--- src/rtl/fir_seq_pkg.sv ---
// Shared types for the convolution address sequencer.
package fir_seq_pkg;
    typedef enum logic [1:0] {
        ST_IDLE  = 2'd0,
        ST_LEFT  = 2'd1,
        ST_RIGHT = 2'd2
    } seq_state_t;
endpackage

--- src/rtl/fir_seq_step.sv ---
// Step register: clamps the rate ratio into [1/2^MIN_SHIFT, 1.0] and holds
// the result for the whole convolution. Assumes ratio has FRAC_W fractional bits.
module fir_seq_step #(
    parameter int FRAC_W    = 20,
    parameter int MIN_SHIFT = 4
) (
    input  logic              clk,
    input  logic              rst_n,
    input  logic              load_i,
    input  logic [FRAC_W:0]   ratio_i,
    output logic [FRAC_W:0]   step_o
);
    localparam logic [FRAC_W:0] UNITY   = {1'b1, {FRAC_W{1'b0}}};
    localparam logic [FRAC_W:0] MIN_INC = UNITY >> MIN_SHIFT;

    logic [FRAC_W:0] clamped;

    // Saturate the ratio at unity and floor it at the minimum increment.
    always_comb begin
        if (ratio_i >= UNITY)
            clamped = UNITY;
        else if (ratio_i < MIN_INC)
            clamped = MIN_INC;
        else
            clamped = ratio_i;
    end

    // Capture the clamped step when a start is accepted.
    always_ff @(posedge clk) begin
        if (!rst_n)
            step_o <= UNITY;
        else if (load_i)
            step_o <= clamped;
    end
endmodule

--- src/rtl/fir_seq_addr.sv ---
// Address pointers: holds the captured start pointers, steps the buffer address
// down by one and the coefficient address up by the step, and flags the tap
// whose coefficient increment overflows. Assumes the step is stable while advancing.
module fir_seq_addr #(
    parameter int RAM_AW = 7,
    parameter int ROM_IW = 6,
    parameter int FRAC_W = 20
) (
    input  logic                      clk,
    input  logic                      rst_n,
    input  logic                      load_i,
    input  logic                      reload_i,
    input  logic                      adv_i,
    input  logic [RAM_AW-1:0]         ptr_i,
    input  logic [FRAC_W-1:0]         phase_i,
    input  logic [FRAC_W:0]           step_i,
    output logic [RAM_AW-1:0]         ram_o,
    output logic [ROM_IW+FRAC_W-1:0]  rom_o,
    output logic                      last_o
);
    localparam int ROM_W = ROM_IW + FRAC_W;

    logic [RAM_AW-1:0] base_ram;
    logic [FRAC_W-1:0] base_ph;
    logic [ROM_W:0]    rom_sum;

    // Coefficient address plus step, one bit wider to expose the rollover.
    always_comb begin
        rom_sum = {1'b0, rom_o} + {{ROM_IW{1'b0}}, step_i};
        last_o  = rom_sum[ROM_W];
    end

    // Latch the start pointers on acceptance, for the second channel.
    always_ff @(posedge clk) begin
        if (!rst_n) begin
            base_ram <= '0;
            base_ph  <= '0;
        end else if (load_i) begin
            base_ram <= ptr_i;
            base_ph  <= phase_i;
        end
    end

    // Load, reload or advance the running tap pointers.
    always_ff @(posedge clk) begin
        if (!rst_n) begin
            ram_o <= '0;
            rom_o <= '0;
        end else if (load_i) begin
            ram_o <= ptr_i;
            rom_o <= {{ROM_IW{1'b0}}, phase_i};
        end else if (reload_i) begin
            ram_o <= base_ram;
            rom_o <= {{ROM_IW{1'b0}}, base_ph};
        end else if (adv_i) begin
            ram_o <= ram_o - 1'b1;
            rom_o <= rom_sum[ROM_W-1:0];
        end
    end
endmodule

--- src/rtl/fir_seq_ctrl.sv ---
// Sequencing state machine: idle, left channel, right channel. Accepts a start
// only when idle, flags stray starts, and emits MAC controls and result strobes.
// Assumes last_i marks the current tap as the final one of its channel.
module fir_seq_ctrl
    import fir_seq_pkg::*;
(
    input  logic clk,
    input  logic rst_n,
    input  logic start_i,
    input  logic last_i,
    output logic load_o,
    output logic reload_o,
    output logic adv_o,
    output logic ch_o,
    output logic mac_clr_o,
    output logic mac_en_o,
    output logic res_valid_o,
    output logic res_ch_o,
    output logic overrun_o
);
    seq_state_t state;
    logic       first_q;

    // Decode pointer commands from the state and the wrap flag.
    always_comb begin
        load_o   = (state == ST_IDLE) && start_i;
        reload_o = (state == ST_LEFT) && last_i;
        adv_o    = (state != ST_IDLE) && !last_i;
        mac_en_o = (state != ST_IDLE);
        ch_o     = (state == ST_RIGHT);
        mac_clr_o = first_q;
    end

    // Advance the channel state and track the first tap of each channel.
    always_ff @(posedge clk) begin
        if (!rst_n) begin
            state   <= ST_IDLE;
            first_q <= 1'b0;
        end else begin
            unique case (state)
                ST_IDLE: begin
                    if (start_i) begin
                        state   <= ST_LEFT;
                        first_q <= 1'b1;
                    end
                end
                ST_LEFT: begin
                    if (last_i) begin
                        state   <= ST_RIGHT;
                        first_q <= 1'b1;
                    end else begin
                        first_q <= 1'b0;
                    end
                end
                ST_RIGHT: begin
                    first_q <= 1'b0;
                    if (last_i)
                        state <= ST_IDLE;
                end
                default: begin
                    state   <= ST_IDLE;
                    first_q <= 1'b0;
                end
            endcase
        end
    end

    // Pulse the result strobe after a channel's final tap and flag stray starts.
    always_ff @(posedge clk) begin
        if (!rst_n) begin
            res_valid_o <= 1'b0;
            res_ch_o    <= 1'b0;
            overrun_o   <= 1'b0;
        end else begin
            res_valid_o <= (state != ST_IDLE) && last_i;
            res_ch_o    <= (state == ST_RIGHT);
            overrun_o   <= (state != ST_IDLE) && start_i;
        end
    end

    // the clear flag only appears on an issued tap.
    a_r10_clr_in_tap: assert property (@(posedge clk) disable iff (!rst_n)
        mac_clr_o |-> mac_en_o);

    // an overrun flag follows a start seen during a busy cycle.
    a_r7_overrun_cause: assert property (@(posedge clk) disable iff (!rst_n)
        overrun_o |-> ($past(start_i) && $past(mac_en_o)));
endmodule

--- src/rtl/fir_seq.sv ---
// Polyphase FIR convolution address sequencer top. For each output-sample strobe
// it issues a left then a right run of taps for a shared MAC. Each run ends when
// the ratio-stepped coefficient address rolls over. Assumes the strobe comes
// from the servo with its pointer and phase valid in the same cycle.
module fir_seq #(
    parameter int RAM_AW    = 7,
    parameter int ROM_IW    = 6,
    parameter int FRAC_W    = 20,
    parameter int MIN_SHIFT = 4
) (
    input  logic                      clk,
    input  logic                      rst_n,
    input  logic                      start_i,
    input  logic [RAM_AW-1:0]         ram_ptr_i,
    input  logic [FRAC_W-1:0]         rom_phase_i,
    input  logic [FRAC_W:0]           ratio_i,
    output logic [RAM_AW-1:0]         ram_addr_o,
    output logic [ROM_IW+FRAC_W-1:0]  rom_addr_o,
    output logic                      ch_o,
    output logic                      mac_clr_o,
    output logic                      mac_en_o,
    output logic                      res_valid_o,
    output logic                      res_ch_o,
    output logic                      overrun_o
);
    localparam int ROM_W = ROM_IW + FRAC_W;

    logic            load_w, reload_w, adv_w, last_w;
    logic [FRAC_W:0] step_w;

    fir_seq_step #(.FRAC_W(FRAC_W), .MIN_SHIFT(MIN_SHIFT)) u_step (
        .clk     (clk),
        .rst_n   (rst_n),
        .load_i  (load_w),
        .ratio_i (ratio_i),
        .step_o  (step_w)
    );

    fir_seq_addr #(.RAM_AW(RAM_AW), .ROM_IW(ROM_IW), .FRAC_W(FRAC_W)) u_addr (
        .clk      (clk),
        .rst_n    (rst_n),
        .load_i   (load_w),
        .reload_i (reload_w),
        .adv_i    (adv_w),
        .ptr_i    (ram_ptr_i),
        .phase_i  (rom_phase_i),
        .step_i   (step_w),
        .ram_o    (ram_addr_o),
        .rom_o    (rom_addr_o),
        .last_o   (last_w)
    );

    fir_seq_ctrl u_ctrl (
        .clk         (clk),
        .rst_n       (rst_n),
        .start_i     (start_i),
        .last_i      (last_w),
        .load_o      (load_w),
        .reload_o    (reload_w),
        .adv_o       (adv_w),
        .ch_o        (ch_o),
        .mac_clr_o   (mac_clr_o),
        .mac_en_o    (mac_en_o),
        .res_valid_o (res_valid_o),
        .res_ch_o    (res_ch_o),
        .overrun_o   (overrun_o)
    );

    // buffer address walks back by one between taps of a channel.
    a_r2_ram_down: assert property (@(posedge clk) disable iff (!rst_n)
        (mac_en_o && !mac_clr_o) |-> (ram_addr_o == RAM_AW'($past(ram_addr_o) - 1'b1)));

    // coefficient address advances by the held step between taps.
    a_r3_rom_up: assert property (@(posedge clk) disable iff (!rst_n)
        (mac_en_o && !mac_clr_o) |->
        (rom_addr_o == ROM_W'($past(rom_addr_o) + {{ROM_IW{1'b0}}, step_w})));

    // a result strobe only follows a cycle in which a tap was issued.
    a_r6_valid_after_tap: assert property (@(posedge clk) disable iff (!rst_n)
        res_valid_o |-> $past(mac_en_o));

    // the right channel starts straight after the left one ends.
    a_r5_right_follows: assert property (@(posedge clk) disable iff (!rst_n)
        (res_valid_o && !res_ch_o) |-> (mac_en_o && ch_o && mac_clr_o));
endmodule

--- config.mk ---
export PLATFORM = sky130hd
export DESIGN_NAME = fir_seq
export DESIGN_NICKNAME = d
export VERILOG_FILES = /design/src/rtl/fir_seq_pkg.sv /design/src/rtl/fir_seq_step.sv /design/src/rtl/fir_seq_addr.sv /design/src/rtl/fir_seq_ctrl.sv /design/src/rtl/fir_seq.sv
export SDC_FILE = /design/constraint.sdc
export NUM_CORES = 1
export LEC_CHECK = 0
export BUFFER_PORTS_ARGS = -buffer_cell sky130_fd_sc_hd__buf_2
export CAP_MARGIN = 5
export CORE_MARGIN = 5
export CORE_UTILIZATION = 40
export DETAILED_ROUTE_END_ITERATION = 12
export SLEW_MARGIN = 20
export SYNTH_ARGS = -nofsm -noshare
export SYNTH_HDL_FRONTEND = slang
export SYNTH_SLANG_ARGS = --single-unit
--- constraint.sdc ---
create_clock -name clk -period 8 [get_ports clk]
set_input_delay 1.6 -clock clk [delete_from_list [all_inputs] [get_ports clk]]
set_output_delay 1.6 -clock clk [all_outputs]
set_load 0.02 [all_outputs]
==> summary.md <==
| Metric | Value |
|---|---|
| Largest net degree at the start of global routing | 67 |
| Worst relative slew slack | 0.247 |
| Dpl cell area | 0.00520 mm^2 |
| Sequential element share of the synthesized area | 0.373 |
| Number of max-cap violations | 0 |
| Setup Crit Path Kind | reg -> reg |
| Top post-synthesis cells by count | 98 x nand2_1, 87 x dfxtp_1, 50 x a21oi_1 |
| Post-synth top area share | 0.373 |
| Core area | 0.0114 mm^2 |
| H-tree levels | 3 |
| Clock skew | 0.00722 ns |
| DR pass1 iterations | 4 |
| Setup bufs post-CTS | 0 |
| Synth-to-Final Area Change | 18.0% |
| Clk_lat worst skew | 0.34 ns |
| Die X-Extent | 118 um |
| Fin Setup TNS | 0 ns |
| Root Buffer | clkbuf_16 |
| Grt ovf | 0 |
| Met2 WL | 6.10 mm |
| Req. time, crit path | 8.26 ns |
| Die Area | 0.0139 mm^2 |
| Clk sinks | 87 |
| DR DRC count | 0 |
| Fin nets | 710 |
| Antenna-violating nets left | 0 |
| CTS buffer count | 9 |
| Min-Delay Path Class | reg -> reg |
| Finished Cell Area | 0.00551 mm^2 |
| Final worst-path cycle share | 0.467 |
| Worst-path fanout max | 32 |
| Initial core utilization | 0.409 |
| Max Clk Rate | 0.268 GHz |
| Worst Tran Pin Value | 1.13 ns |
| Critical path startpoint category | flip-flop |
| Yosys cell types | 61 |
| Largest cells by area after synthesis | dfxtp_1 37%, nand2_1 7.9%, ha_1 5.9% |
| Synth Flop Type | dfxtp_1 |
| Clock Pin Slew Worst Setup and Hold Paths | 0.06 ns |
| Cells after synthesis | 560 |
| Async set-reset flop share out of synthesis | 0 |
| Synth Area per Inst | 8.34 um^2 |
| Critical path buffers and inverters | 0 |
| CTS tree | built |
| Share of layout cells above drive strength 1 | 0.200 |
| Gpl congestion | 0.816 |
| Vias in the first global route | 4243 |
| Worst VDD drop | 0.0000971 V |
| 1st-iter DRT viols | 290 |
| Detailed Place HPWL | 9.11 mm |
| Ys Warns | 0 |
| CP Cell Sequence | ha_1, fa_1, a211oi_2, nor2_1, o2111ai_1, a31oi_2, o21ai_4, o22a_1, nand2_1, o22ai_1 |
| FF+latch count, synth | 87 |
| RSZ-0062 raised after global routing | false |
| Setup violators final | 0 |
| Vias/cell | 5.60 |
| Crit path max-delay family | compound AO/OA/AOI/OAI gates |
| Yosys top cell by area | dfxtp_1 |
| Wl on met1 | 6.41 mm |
| Syn_nets | 634 |
| Die height | 118 um |
| Final worst path period need | 3.73 ns |
| Final hold violation count | 0 |
| Largest stage delay, worst path | 0.96 ns |
| Post-synth EDFFs | 0 |
| GRT Util Overall | 0.187 |
| Worst EP arrival | 3.99 ns |
| Met3 WL post-DR | 649 um |
| First-pass GRT wire length | 21.7 mm |
| PwrDens | 208 mW/mm^2 |
| Status | complete, no violations |
| I/O Buffers | 89 |
| Pleak | 2.33 nW |
| Crit path max-delay cell type | o22a_1 |
| Antenna violations before repair | 0 |
| Post-CTS Hold Buffers | 0 |
| Post-cts sizing count | 0 |
| Fill count | 1144 |
| Slew Viols, Final | 0 |
| WL/cell | 16.9 um |
| Via Count | 4387 |
| Worst-case clock buffer depth | 2 |
| DR top layer | met4 |
| Rows | 39 |
| Crit end category | flip-flop |
| Final WL | 13.3 mm |
| Synth Cell Area | 0.00467 mm^2 |
| IO Count | 90 |
| Most common cell in the netlist | nand2_1 |
| Hold WS | 0.461 ns |
| ANT cells | 0 |
through the flow:
stage	utilization	instances	setup WS, ns	total power [W]
floorplan	-	560	5.21	0.000639
global placement	0.455	768	4.36	0.000701
detailed placement	0.455	768	4.30	0.000705
CTS	0.483	783	4.28	0.00115
global route	0.483	783	4.08	0.00120
finish	0.483	783	4.27	0.00115
cell type report:
type	instances	area, um^2	share of cell area
tap	143	179	0.0325
clock inverter	4	70.1	0.0127
inverter	6	22.5	0.00409
clock buffer	11	243	0.0441
multi-input combinational	438	2770	0.503
timing repair buffer	94	483	0.0876
sequential	87	1740	0.316
metal layers:
metal | global-route usage | vias up
li1 | - | 2193
met1 | 0.257 | 2075
met2 | 0.295 | 109
met3 | 0.0312 | 10
met4 | 0.0667 | 0
met5 | 0 | -
flip-flops by register name, summed over array words and instances (netlist names), 2 cells and up:
register	cells
u_addr.base_ram	7
u_addr.base_ph	20
u_addr.ram_o	7
u_addr.rom_o	26
u_ctrl.state	2
u_step.step_o	21
worst min-delay path, delay by kind of cell, from the launching register on:
kind	cells	cell delay [ns]
AOI/OAI and AO/OA	1	0.05
and+or+nand+nor	1	0.05
DFF	1	0.31
final timing paths:
path | cells past startpoint | slack, ns | end | startpoint
setup / recovery | 10 | 4.27 | u_addr.ram_o[4]$_SDFFE_PN0P_ | u_addr.rom_o[0]$_SDFFE_PN0P_
hold / removal | 2 | 0.46 | u_addr.base_ph[5]$_SDFFE_PN0P_ | u_addr.base_ph[5]$_SDFFE_PN0P_
setup reg to reg | 10 | 4.27 | u_addr.ram_o[4]$_SDFFE_PN0P_ | u_addr.rom_o[0]$_SDFFE_PN0P_
hold reg to reg | 2 | 0.46 | u_addr.base_ph[5]$_SDFFE_PN0P_ | u_addr.base_ph[5]$_SDFFE_PN0P_
kinds of logic after synthesis:
group / count (synthesis) / share of synthesized area
AND/OR/NAND/NOR: 199 / 0.202
multiplexers: 2 / 0.00456
adder cells (fa/ha/maj): 23 / 0.0632
flip-flops: 87 / 0.373
buffers and inverters: 35 / 0.0364
XOR/XNOR: 20 / 0.0375
AO/OA/AOI/OAI: 194 / 0.284
cell usage in the layout (no fill, tap or decap), drive strengths merged, types with 2 or more instances in the layout:
cell type,count
a211oi,3
a21boi,16
a21o,8
a21oi,50
a221oi,13
a22oi,16
a31oi,9
a41oi,3
and2,5
and3,7
buf,94
bufinv,2
clkbuf,11
clkinv,3
dfxtp,87
ha,22
inv,5
nand2,99
nand2b,2
nand3,6
nand3b,4
nand4,4
nor2,28
nor2b,22
nor3,8
nor4,4
o211ai,12
o21ai,44
o22ai,5
o311a,3
o32ai,2
or2,2
or3,7
xnor2,10
xor2,10
power breakdown:
group          switching (W)  internal (W)
Combinational       0.000129     0.0000831
Clock               0.000169      0.000280
Sequential         0.0000236      0.000462
Total               0.000322      0.000824
(Power assumes the default switching activity.)
